[config.mk]
export PLATFORM = sky130hd
export DESIGN_NAME = irq_trace_seq
export DESIGN_NICKNAME = d
export VERILOG_FILES = /design/src/rtl/irq_trace_pkg.sv /design/src/rtl/its_ctrl_regs.sv /design/src/rtl/its_arbiter.sv /design/src/rtl/its_return_regs.sv /design/src/rtl/irq_trace_seq.sv
export SDC_FILE = /design/constraint.sdc
export NUM_CORES = 1
export LEC_CHECK = 0
export ABC_AREA = 0
export BUFFER_PORTS_ARGS = -buffer_cell sky130_fd_sc_hd__buf_2
export CAP_MARGIN = 20
export CORE_MARGIN = 4
export CORE_UTILIZATION = 50
export CTS_CLUSTER_SIZE = 10
export DETAILED_ROUTE_END_ITERATION = 10
export PLACE_DENSITY = 0.85
export RECOVER_POWER = 100
export SYNTH_ARGS = -nofsm -noshare
export SYNTH_HDL_FRONTEND = slang
export SYNTH_SLANG_ARGS = --single-unit
[constraint.sdc]
create_clock -name clk_i -period 1.7 [get_ports clk_i]
set_clock_uncertainty 0.2 [all_clocks]
set_input_delay 0.255 -clock clk_i [delete_from_list [all_inputs] [get_ports clk_i]]
set_output_delay 0.255 -clock clk_i [all_outputs]
set_load 0.03 [all_outputs]
[src/rtl/irq_trace_pkg.sv]
package irq_trace_pkg;
  localparam int unsigned XLEN = 32;

  typedef enum logic [2:0] {
    SRC_SEQ,
    SRC_IRQ_VEC,
    SRC_TRC_VEC,
    SRC_IRQ_RTN,
    SRC_TRC_RTN
  } pc_src_e;
endpackage

[src/rtl/its_ctrl_regs.sv]
module its_ctrl_regs #(
  parameter int unsigned XLEN       = 32,
  parameter int unsigned IRQ_EN_BIT = 0,
  parameter int unsigned TRC_EN_BIT = 31
) (
  input  logic            clk_i,
  input  logic            rst_ni,
  input  logic            we_cw_i,
  input  logic            we_iv_i,
  input  logic [XLEN-1:0] data_i,
  output logic            irq_en_o,
  output logic            trc_en_o,
  output logic [XLEN-1:0] vec_o
);
  // reserved control bits are not stored
  always_ff @(posedge clk_i or negedge rst_ni) begin
    if (!rst_ni) begin
      irq_en_o <= 1'b0;
      trc_en_o <= 1'b0;
    end else if (we_cw_i) begin
      irq_en_o <= data_i[IRQ_EN_BIT];
      trc_en_o <= data_i[TRC_EN_BIT];
    end
  end

  always_ff @(posedge clk_i or negedge rst_ni) begin
    if (!rst_ni)      vec_o <= '0;
    else if (we_iv_i) vec_o <= data_i;
  end
endmodule

[src/rtl/its_arbiter.sv]
module its_arbiter
  import irq_trace_pkg::*;
(
  input  logic    accept_i,
  input  logic    irq_i,
  input  logic    irq_en_i,
  input  logic    trc_en_i,
  input  logic    in_irq_i,
  input  logic    in_trc_i,
  input  logic    reti_i,
  input  logic    rett_i,
  output logic    take_irq_o,
  output logic    take_trc_o,
  output pc_src_e sel_o
);
  logic trc_ok, irq_ok;

  always_comb begin
    trc_ok = accept_i && trc_en_i && !in_trc_i;
    // irq may leave the trace handler only on its return
    irq_ok = accept_i && irq_en_i && irq_i && !in_irq_i && (!in_trc_i || rett_i);
    take_trc_o = trc_ok;
    take_irq_o = irq_ok && !trc_ok;
    if (take_trc_o)                 sel_o = SRC_TRC_VEC;
    else if (take_irq_o)            sel_o = SRC_IRQ_VEC;
    else if (accept_i && reti_i)    sel_o = SRC_IRQ_RTN;
    else if (accept_i && rett_i)    sel_o = SRC_TRC_RTN;
    else                            sel_o = SRC_SEQ;
  end
endmodule

[src/rtl/its_return_regs.sv]
module its_return_regs #(
  parameter int unsigned XLEN = 32
) (
  input  logic            clk_i,
  input  logic            rst_ni,
  input  logic            accept_i,
  input  logic            take_irq_i,
  input  logic            take_trc_i,
  input  logic            reti_i,
  input  logic            rett_i,
  input  logic [XLEN-1:0] target_i,
  output logic [XLEN-1:0] irq_rtn_o,
  output logic [XLEN-1:0] trc_rtn_o,
  output logic            in_irq_o,
  output logic            in_trc_o
);
  always_ff @(posedge clk_i or negedge rst_ni) begin
    if (!rst_ni) begin
      irq_rtn_o <= '0;
      in_irq_o  <= 1'b0;
    end else if (accept_i) begin
      if (take_irq_i) begin
        irq_rtn_o <= target_i;
        in_irq_o  <= 1'b1;
      end else if (reti_i) begin
        in_irq_o  <= 1'b0;
      end
    end
  end

  always_ff @(posedge clk_i or negedge rst_ni) begin
    if (!rst_ni) begin
      trc_rtn_o <= '0;
      in_trc_o  <= 1'b0;
    end else if (accept_i) begin
      if (take_trc_i) begin
        trc_rtn_o <= target_i;
        in_trc_o  <= 1'b1;
      end else if (rett_i) begin
        in_trc_o  <= 1'b0;
      end
    end
  end
endmodule

[src/rtl/irq_trace_seq.sv]
module irq_trace_seq
  import irq_trace_pkg::*;
#(
  parameter int unsigned            ADDR_W     = XLEN,
  parameter logic [ADDR_W-1:0]      TRC_VECTOR = 'h2,
  parameter int unsigned            IRQ_EN_BIT = 0,
  parameter int unsigned            TRC_EN_BIT = ADDR_W - 1
) (
  input  logic              clk_i,
  input  logic              rst_ni,
  input  logic              wait_i,
  input  logic              retire_i,
  input  logic [ADDR_W-1:0] seq_pc_i,
  input  logic              irq_i,
  input  logic [ADDR_W-1:0] data_i,
  input  logic              op_setcw_i,
  input  logic              op_setiv_i,
  input  logic              op_reti_i,
  input  logic              op_rett_i,
  input  logic              op_gettr_i,
  output logic [ADDR_W-1:0] next_pc_o,
  output logic              take_irq_o,
  output logic              take_trace_o,
  output logic [ADDR_W-1:0] rd_data_o
);
  logic              accept;
  logic              irq_en_q, trc_en_q, in_irq_q, in_trc_q;
  logic [ADDR_W-1:0] vec_q, irq_rtn_q, trc_rtn_q, target;
  pc_src_e           sel;

  assign accept = retire_i && !wait_i;

  its_ctrl_regs #(
    .XLEN(ADDR_W), .IRQ_EN_BIT(IRQ_EN_BIT), .TRC_EN_BIT(TRC_EN_BIT)
  ) i_ctrl (
    .clk_i    (clk_i),
    .rst_ni   (rst_ni),
    .we_cw_i  (accept && op_setcw_i),
    .we_iv_i  (accept && op_setiv_i),
    .data_i   (data_i),
    .irq_en_o (irq_en_q),
    .trc_en_o (trc_en_q),
    .vec_o    (vec_q)
  );

  its_arbiter i_arb (
    .accept_i   (accept),
    .irq_i      (irq_i),
    .irq_en_i   (irq_en_q),
    .trc_en_i   (trc_en_q),
    .in_irq_i   (in_irq_q),
    .in_trc_i   (in_trc_q),
    .reti_i     (op_reti_i),
    .rett_i     (op_rett_i),
    .take_irq_o (take_irq_o),
    .take_trc_o (take_trace_o),
    .sel_o      (sel)
  );

  // normal target of the retiring instruction, before any event
  always_comb begin
    if (op_reti_i)      target = irq_rtn_q;
    else if (op_rett_i) target = trc_rtn_q;
    else                target = seq_pc_i;
  end

  its_return_regs #(.XLEN(ADDR_W)) i_rtn (
    .clk_i      (clk_i),
    .rst_ni     (rst_ni),
    .accept_i   (accept),
    .take_irq_i (take_irq_o),
    .take_trc_i (take_trace_o),
    .reti_i     (op_reti_i),
    .rett_i     (op_rett_i),
    .target_i   (target),
    .irq_rtn_o  (irq_rtn_q),
    .trc_rtn_o  (trc_rtn_q),
    .in_irq_o   (in_irq_q),
    .in_trc_o   (in_trc_q)
  );

  always_comb begin
    unique case (sel)
      SRC_IRQ_VEC: next_pc_o = vec_q;
      SRC_TRC_VEC: next_pc_o = TRC_VECTOR;
      SRC_IRQ_RTN: next_pc_o = irq_rtn_q;
      SRC_TRC_RTN: next_pc_o = trc_rtn_q;
      default:     next_pc_o = seq_pc_i;
    endcase
  end

  assign rd_data_o = op_gettr_i ? trc_rtn_q : '0;
endmodule

* Word level (Yosys, flattened, before mapping)
Cells that the tools add are included.
** Cells by class
- Equality and inequality tests :: 4
- Muxes and demuxes :: 12
- Reduce and logical (&&, ||, !) cells :: 23
** Operators with widths (count)
- $pmux W32 S4 :: 1
- $mux W32 :: 3
- $logic_and A1 B1 Y1 :: 12
- $mux W3 :: 4
- $reduce_and A2 Y1 :: 4
- $eq A3 B2 Y1 const B :: 2
- $logic_not A1 Y1 :: 4
- $mux W1 :: 4
- $reduce_bool A2 Y1 :: 2
- $eq A3 B1 Y1 const B :: 1
- $eq A3 B3 Y1 const B :: 1
- $logic_or A1 B1 Y1 :: 1
** Storage, ports and cells
- Flip-flop bits (word level) :: 100
- Bits of input ports :: 74
- Output and inout bits :: 66
- Logic and storage cells :: 46

* Depth between registers and ports, before layout
Gate-level depths: netlist (run 1).
- Depth in word-level cells :: 11
- Mapped depth :: 6
- Gate-level depth less buffers :: 4

* Modules after synthesis
From an unflattened synthesis (run 1), not the netlist that was laid out.
** Unflattened totals
- Cell total of the unflattened synthesis :: 555
- Area, all modules :: 6531.3 um2
** Modules (own cells, without submodules)
- irq_trace_seq :: instances 1, cells each 329, area each 2572.5 um2
- its_return_regs :: instances 1, cells each 142, area each 2449.8 um2
- its_ctrl_regs :: instances 1, cells each 72, area each 1417.6 um2
- its_arbiter :: instances 1, cells each 12, area each 91.3 um2

* Least setup slack after synthesis (run 1)
No wires, ideal clock.
- Path kind :: register to output
- Start point :: register i_rtn.in_trc_o
- End point :: output port next_pc_o[1]
- Arrival time :: 1794 ps
- Required time :: 1245 ps
- Setup slack :: -549 ps
- Stages on the path, launching flop included :: 6
- Cells stage by stage :: dfrtp_1 > and4bb_2 > buf_2 > buf_4 > nor4_1 > a211oi_1
** On the way
- Word-level cells in the longest chain between the ends :: 8
** RTL lines
- start: declaration :: RTL line its_return_regs.sv:15 : output logic in_trc_o
- start signal: assignment :: RTL line its_return_regs.sv:34 : in_trc_o <= 1'b0;
- start signal: assignment :: RTL line its_return_regs.sv:38 : in_trc_o <= 1'b1;
- start signal: assignment :: RTL line its_return_regs.sv:40 : in_trc_o <= 1'b0;
- $logic_not A1 Y1 * :: RTL line its_arbiter.sv:19, its_arbiter.sv:21
- $logic_or A1 B1 Y1 / $logic_and A1 B1 Y1 (equally long branches) :: RTL line its_arbiter.sv:21, its_arbiter.sv:19
- $logic_and A1 B1 Y1 / $logic_not A1 Y1 (equally long branches) :: RTL line its_arbiter.sv:21, its_arbiter.sv:23
- $logic_and A1 B1 Y1 :: RTL line its_arbiter.sv:23 : take_irq_o = irq_ok && !trc_ok;
- $mux W3 :: RTL line its_arbiter.sv:25 : else if (take_irq_o) sel_o = SRC_IRQ_VEC;
- $mux W3 * :: RTL line its_arbiter.sv:24 : if (take_trc_o) sel_o = SRC_TRC_VEC;
- $eq A3 B3 Y1 (tied with other cells) :: RTL line irq_trace_seq.sv:83 : unique case (sel)
- $pmux W32 S4 * :: RTL line irq_trace_seq.sv:83
- end: declaration :: RTL line irq_trace_seq.sv:21 : output logic [ADDR_W-1:0] next_pc_o,
Every way passes the cells marked *; elsewhere a longest branch is shown, timed or not.

* Worst setup path after layout (run 1)
- Start point :: register i_ctrl.irq_en_o
- End point :: output port next_pc_o[24]
** On the way
- Word-level cells in the longest chain between the ends :: 9
** RTL lines
- start: declaration :: RTL line its_ctrl_regs.sv:11 : output logic irq_en_o,
- start signal: assignment :: RTL line its_ctrl_regs.sv:21 : irq_en_o <= data_i[IRQ_EN_BIT];
- $logic_and A1 B1 Y1 * (4 in a row) :: RTL line its_arbiter.sv:21 : irq_ok = accept_i && irq_en_i && irq_i && !in_irq_i && (!in_trc_i || rett_i);
- $logic_and A1 B1 Y1 * :: RTL line its_arbiter.sv:23
- $mux W3 * :: RTL line its_arbiter.sv:25
- $mux W3 * :: RTL line its_arbiter.sv:24
- $eq A3 B3 Y1 (tied with other cells) :: RTL line irq_trace_seq.sv:83
- $pmux W32 S4 * :: RTL line irq_trace_seq.sv:83
Marks and branches as above.

==> impl_results.md, run 1 <==
* Outcome: complete, but fails checks
* Violated checks: negative setup slack
* R2r endpoint: i_rtn.irq_rtn_o[3]$_DFFE_PN0P_
* Crit path cell chain: and3b_2 > o21ai_4 > buf_12 > buf_16 > mux2i_4 > o221ai_4 > buf_6
* Die height at 119.0 um
* Mapped Nets at between 700 and 800
* First-pass GRT wire length at 35.78 mm
* GR Util met1 at between 30% and 40%
* Area grow syn2layout at 64.20%
* Hold Slack at ~0.13 ns
* Crit path max fanout at 9
* Slew margin rel. at about half
* Pwr dens at 1208 nW/um2
* Post-Synth Simple-Gate Area at between 10% and 20%
* Compound-cell area share of the yosys netlist at between 20% and 30%
* FF-to-FF setup slack at -0.54 ns
* Largest family of logic cells by synthesized area: compound AO/OA/AOI/OAI gates
* Ratio of cells with drive above 1 in the final layout at about 54%
* Pleak at 4.173 nW
* Internal at between 7 and 8 mW
* Max Freq at 0.3996 GHz
* Slowest cell on the critical path: dfrtp_1
* Die X-Extent at roughly 120 um
* Die area at ~14000 um2
* Final period util at 147.2%
* Max Buffers Root-to-Sink at 2
* Port bufs at about 140
* Sequential power share at approximately a third
* CP endpoint kind: output port
* Syn Std Cell Area at 6165 um2
* Cts bufs inserted at 9
* Distinct cells, synth at 35
* Initial antenna violation count at 0
* YS warnings at 0
* DRT Wirelength at about 28 mm
* Starting density of the core at roughly half
* Register-to-Register Path Depth at 9
* Post-Place Worst Slack at -0.4053 ns
* Clock sinks at 100
* # IOs at 140
* Multi-input logic area at between 4000 and 5000 um2
* Worst path max stage delay at 0.41 ns
* Gpl congestion at between 0.8 and 0.9
* Gate power share at between 40% and 50%
* Sw frac at between 40% and 50%
* Power, Total at about 12 mW
* Final setup violation count at 129
* Worst-Margin Slew at 0.7791 ns
* Met2 usage at approximately 55%
* WHS Endpoint: i_ctrl.irq_en_o$_DFFE_PN0P_
* Setup crit start: i_ctrl.irq_en_o$_DFFE_PN0P_
* Reg2reg start: i_rtn.in_irq_o$_DFFE_PN0P_
* DRT Pass-1 Iters at 5
* Skew-Pair Late Insertion Delay at 0.36 ns
* GRT overflow at 0
* Clk slew on worst S/H paths at 0.06 ns
* XOR/XNOR Fraction of Synth Area at 0%
* CORE AREA at about 12000 um2
* Commonest non-fill, non-tap cell in the layout: dfrtp_1
* CP Data Required Time at between 1 and 1.5 ns
* Total track usage at a little under a third
* # diodes at 0
* Root buffer cell: clkbuf_16
* Pin count of the biggest net entering global routing at 37
* Antenna-violating nets left at 0
* Clk pwr share at ~18%
* Routed WL per cell at 27.14 um
* Cells after synthesis at about 630
* Worst EP arrival at ~2.1 ns
* Most Crowded Layer GR: met2
* RSZ-0062 raised after global routing: yes
* Sw power at a little over 5 mW
* Layout Nets at 924
* Most frequent cells in the layout: dfrtp_1 (99), buf_2 (72), a21oi_1 (65)
* Critical Path Source Type: flip-flop
* Mux cell area share after synthesis at about 11%
* Adder-Cell Fraction of Synth Area at 0%
* Final-layout fill cell count at 510
* Vias in the first global route at approximately 6600
* HP Start: op_setcw_i
* M3 GR Usage at under 10%
* Max Slew Vio Count at 0
* Crit path time final at approximately 2.5 ns
* Vias per inst at about 6.7
* Sequential Area at roughly 2500 um2
* Setup CP Type: flip-flop to output port
* Post-DP HPWL at roughly 13 mm
* Placement Rows at 40
* Flops & latches, synth at 100
* Worst hold path type: primary input to flip-flop
* CTS tree: built
* Total number of vias at 6802
* Async SR Flop Fraction at 100.0%
* H-tree depth at 3
* Hold Fails Final Rpt at 0
* Max_cap viols at 0
* VDD IR-drop max at ~710 uV
* Worst hold stages at 3
* Sequential area share after synthesis at between 40% and 50%
* Remaining DRCs at 0
* Final worst setup slack at -0.8023 ns
* DRT iter0 DRCs at 911
* Most used DFF post-synth: dfrtp_1
* Avg Cell Area, Syn at around 10 um2
* Post-synth EDFFs at 0
==> final cells by class <==
type | count | share of cell area (%)
tap | 168 | 2.077
sequential | 100 | 24.73
multi-input combinational | 442 | 44.22
timing repair buffer | 264 | 24.75
inverter | 33 | 1.224
clock inverter | 1 | 0.2967
clock buffer | 14 | 2.707
==> synthesized netlist by cell type, drive strengths merged (11+ instances only) <==
library cell    n  area share (%)
buf            47             5.0
and2           63             6.4
nor2b          33             3.3
o221ai         62              12
nand2          67             4.1
inv            33             2.0
clkbuf         11            0.67
mux2           34             6.2
dfrtp         100              41
a21oi          97             7.9
mux2i          31             5.0
a22oi          32             3.9
==> worst max-delay path, delay by kind of cell (launching register included) <==
| kind | cells | cell delay, ns |
|---|---|---|
| AO/OA/AOI/OAI | 2 | 0.24 |
| buffers and inverters | 3 | 0.51 |
| flip-flops | 1 | 0.41 |
| multiplexers | 1 | 0.28 |
| AND/OR/NAND/NOR | 1 | 0.25 |
==> metal layers <==
layer	share of wire, %	routed length [um]	vias to the layer above
met5	0	0	-
met4	7.2	2001	0
met3	9.9	2738	198
met2	48	13340	581
met1	35	9653	3293
li1	-	-	2730
==> worst max path at each step <==
stage,to,slack (ns),cells past startpoint
after floorplan,next_pc_o[0],-0.17,4
after global placement,next_pc_o[21],-0.34,7
after detailed placement,next_pc_o[26],-0.41,7
after CTS,next_pc_o[5],-0.72,6
after global routing,next_pc_o[28],-0.91,6
final,next_pc_o[24],-0.80,7
==> flip-flops by register name, summed over array words and instances (netlist names) <==
register,flops
i_ctrl.irq_en_o,1
i_ctrl.trc_en_o,1
i_ctrl.vec_o,32
i_rtn.in_irq_o,1
i_rtn.in_trc_o,1
i_rtn.irq_rtn_o,32
i_rtn.trc_rtn_o,32
==> power groups by stage <==
stage | clock, mW | combinational [mW] | sequential [mW]
6_report | 2.22 | 6.02 | 3.99
4_1_cts | 2.16 | 4.89 | 3.78
3_3_place_gp | 0 | 3.98 | 3.71
2_1_floorplan | 0 | 3.18 | 3.61
5_1_grt | 2.31 | 6.28 | 4.06
3_5_place_dp | 0 | 4.17 | 3.79
==> kinds of logic (layout without fill, tap and decap cells) <==
family / after synthesis / after routing
multiplexers: 65 / 65
AO/OA/AOI/OAI: 202 / 202
flip-flops: 100 / 100
buffers and inverters: 91 / 312
AND/OR/NAND/NOR: 175 / 175
==> stage by stage <==
step / setup TNS, ns / utilization (%) / instance area, um2 / std cells
2_1_floorplan: -5.284 / - / 6671 / 633
3_3_place_gp: -22.94 / 64.64 / 7796 / 934
3_5_place_dp: -28.07 / 64.64 / 7796 / 934
4_1_cts: -31.68 / 76.10 / 9179 / 996
5_1_grt: -58.14 / 83.92 / 10120 / 1022
6_report: -52.65 / 83.92 / 10120 / 1022
==> repair_timing <==
item | 4_1_cts | 5_1_grt
endpoints found under the hold margin | 94 | 0
gates resized for setup | 133 | 152
endpoints found under the setup margin | 95 | 99
pin swaps | 9 | 32
buffers inserted | 7 | 22
gates cloned | 7 | 8
hold buffers | 33 | 0
Note: power is estimated with default switching activity, not from simulation.
==> inputs of run 2 (changes only) <==
--- a/config.mk
+++ b/config.mk
@@ -8,6 +8,7 @@
 export ABC_AREA = 0
 export BUFFER_PORTS_ARGS = -buffer_cell sky130_fd_sc_hd__buf_2
 export CAP_MARGIN = 20
+export CORE_ASPECT_RATIO = 0.5
 export CORE_MARGIN = 4
 export CORE_UTILIZATION = 50
 export CTS_CLUSTER_SIZE = 10
==> run 2 against run 1 <==
The flow still finishes with violations (negative setup slack). Critical path depth down 1. Design area fell by 5.0%. Sequential cell count did not move. Critical endpoint is now next_pc_o[16]. Largest cell class unchanged. Largest power group unchanged.
==> impl_results.md, run 2 (synthesis results as in run 1) <==
* Remaining DRCs at 0
* Final setup violation count at 99
* Antenna-violating nets left at 0
* Placement Rows at 28
* Die height at 86.52 um
* Crit path cell chain: and3b_2 > o21ai_4 > buf_12 > mux2i_2 > o221ai_4 > buf_4
* Pwr dens at between 1000 and 1500 nW/um2
* Clk slew on worst S/H paths at 0.06 ns
* Largest registers: i_ctrl.vec_o: 32 flops, i_rtn.irq_rtn_o: 32 flops, i_rtn.trc_rtn_o: 32 flops
* Worst path max stage delay at ~0.4 ns
* Root buffer cell: clkbuf_16
* Outcome: complete, but fails checks
* VDD IR-drop max at ~800 uV
* Sw power at approximately 4.7 mW
* Gate power share at between 40% and 50%
* Sequential Area at 2502 um2
* Clock sinks at 100
* Post-DP HPWL at 12.32 mm
* Ratio of cells with drive above 1 in the final layout at 50.83%
* Final-layout fill cell count at approximately 640
* Hold Fails Final Rpt at 0
* Gpl congestion at 0.7922
* First-pass GRT wire length at 34.62 mm
* Crit path max fanout at 12
* CP Data Required Time at 1.24 ns
* Worst hold stages at 3
* Slew margin rel. at 58.04%
* Reg2reg start: i_ctrl.trc_en_o$_DFFE_PN0P_
* WHS Endpoint: i_ctrl.irq_en_o$_DFFE_PN0P_
* Critical Path Source Type: flip-flop
* Met2 usage at 52.18%
* Area grow syn2layout at 56.04%
* CORE AREA at 11950 um2
* CTS tree: built
* FF-to-FF setup slack at -0.32 ns
* Max_cap viols at 0
* Internal at ~6.7 mW
* Starting density of the core at between 50 and 60%
* Register-to-Register Path Depth at 9
* GRT overflow at 0
* Port bufs at 139
* Pleak at around 4.2 nW
* Die area at around 14000 um2
* Commonest non-fill, non-tap cell in the layout: dfrtp_1
* Most frequent cells in the layout: dfrtp_1 (100), a21oi_1 (90), buf_2 (71)
* RSZ-0062 raised after global routing: yes
* H-tree depth at 3
* Cts bufs inserted at 9
* Clk pwr share at between 10% and 20%
* DRT Wirelength at around 24 mm
* Sw frac at between 40% and 50%
* Worst-Margin Slew at around 0.63 ns
* Post-Place Worst Slack at -0.4135 ns
* Worst EP arrival at approximately 2 ns
* Most Crowded Layer GR: met2
* # diodes at 0
* Total track usage at between 30% and 40%
* Vias per inst at between 6 and 7
* HP Start: op_setcw_i
* R2r endpoint: i_rtn.trc_rtn_o[1]$_DFFE_PN0P_
* Slowest cell on the critical path: dfrtp_1
* Core Util, Final at 80.52%
* Vias in the first global route at roughly 6700
* Worst hold path type: primary input to flip-flop
* Max Buffers Root-to-Sink at 2
* Pin count of the biggest net entering global routing at 37
* Layout Nets at 914
* M3 GR Usage at 6.936%
* Routed WL per cell at approximately 24 um
* Hold Slack at between 0.1 and 0.15 ns
* Crit path time final at approximately 2.5 ns
* Initial antenna violation count at 0
* Total number of vias at approximately 6400
* DRT iter0 DRCs at ~640
* DRT Pass-1 Iters at 6
* GR Util met1 at 38.38%
* Max Slew Vio Count at 0
* Max Freq at 0.4015 GHz
* Sequential power share at between 30% and 40%
* Die X-Extent at approximately 170 um
* Violated checks: negative setup slack
* Setup CP Type: flip-flop to output port
* Multi-input logic area at 4242 um2
* Final worst setup slack at -0.7909 ns
* Skew-Pair Late Insertion Delay at ~0.35 ns
* # IOs at 140
* Final period util at 146.5%
* CP endpoint kind: output port
## run 2: how the worst max path moves through the flow
stage	to	from	depth (start not counted)
after detailed placement	next_pc_o[11]	i_rtn.in_irq_o$_DFFE_PN0P_	6
after global placement	next_pc_o[7]	i_rtn.in_irq_o$_DFFE_PN0P_	6
after CTS	next_pc_o[27]	i_rtn.in_irq_o$_DFFE_PN0P_	6
after floorplan	next_pc_o[0]	i_ctrl.trc_en_o$_DFFE_PN0P_	4
final	next_pc_o[16]	i_ctrl.irq_en_o$_DFFE_PN0P_	6
after global routing	next_pc_o[9]	i_rtn.in_irq_o$_DFFE_PN0P_	6
## run 2: worst max-delay path: cells and delay by family (launching register included)
| family | cells | cell delay (ns) |
|---|---|---|
| buffers and inverters | 2 | 0.42 |
| DFF | 1 | 0.40 |
| muxes | 1 | 0.33 |
| AOI/OAI and AO/OA | 2 | 0.28 |
| and+or+nand+nor | 1 | 0.24 |
## run 2: cell type report
cell class                 instances  area share, %
tap                              165          2.146
multi-input combinational        442          44.09
inverter                          33          1.288
sequential                       100          26.01
clock inverter                     2         0.3642
clock buffer                      13          2.601
timing repair buffer             254          23.49
## run 2: routing by layer
| metal | wire, um | part of all wire, % | vias to the layer above |
|---|---|---|---|
| met5 | 0 | 0 | - |
| met4 | 1014 | 4.2 | 0 |
| met3 | 2095 | 8.7 | 113 |
| met2 | 11710 | 49 | 407 |
| met1 | 9163 | 38 | 3130 |
| li1 | - | - | 2716 |
## run 2: through the flow
stage,cells,TNS (ns),area (um2),total power [mW]
2_1_floorplan,633,-5.284,6671,6.793
3_3_place_gp,924,-21.09,7690,7.673
3_5_place_dp,924,-24.36,7690,7.882
4_1_cts,994,-37.23,9293,10.64
5_1_grt,1009,-40.01,9619,11.77
6_report,1009,-35.28,9619,11.32
## run 2: what timing repair did
item                       4_1_cts  5_1_grt
pin swaps                       25       15
hold buffers                    33        0
setup endpoints to repair       96       99
resized for setup              170       64
setup buffers                   11       22
gates cloned                    11        0
hold endpoints to repair       134        0
## run 2: power groups by stage
stage	Combinational, mW	Sequential, mW	Clock [mW]
2_1_floorplan	3.18	3.61	0
3_3_place_gp	3.96	3.72	0
3_5_place_dp	4.12	3.76	0
4_1_cts	4.81	3.76	2.07
5_1_grt	5.62	3.96	2.19
6_report	5.33	3.89	2.10
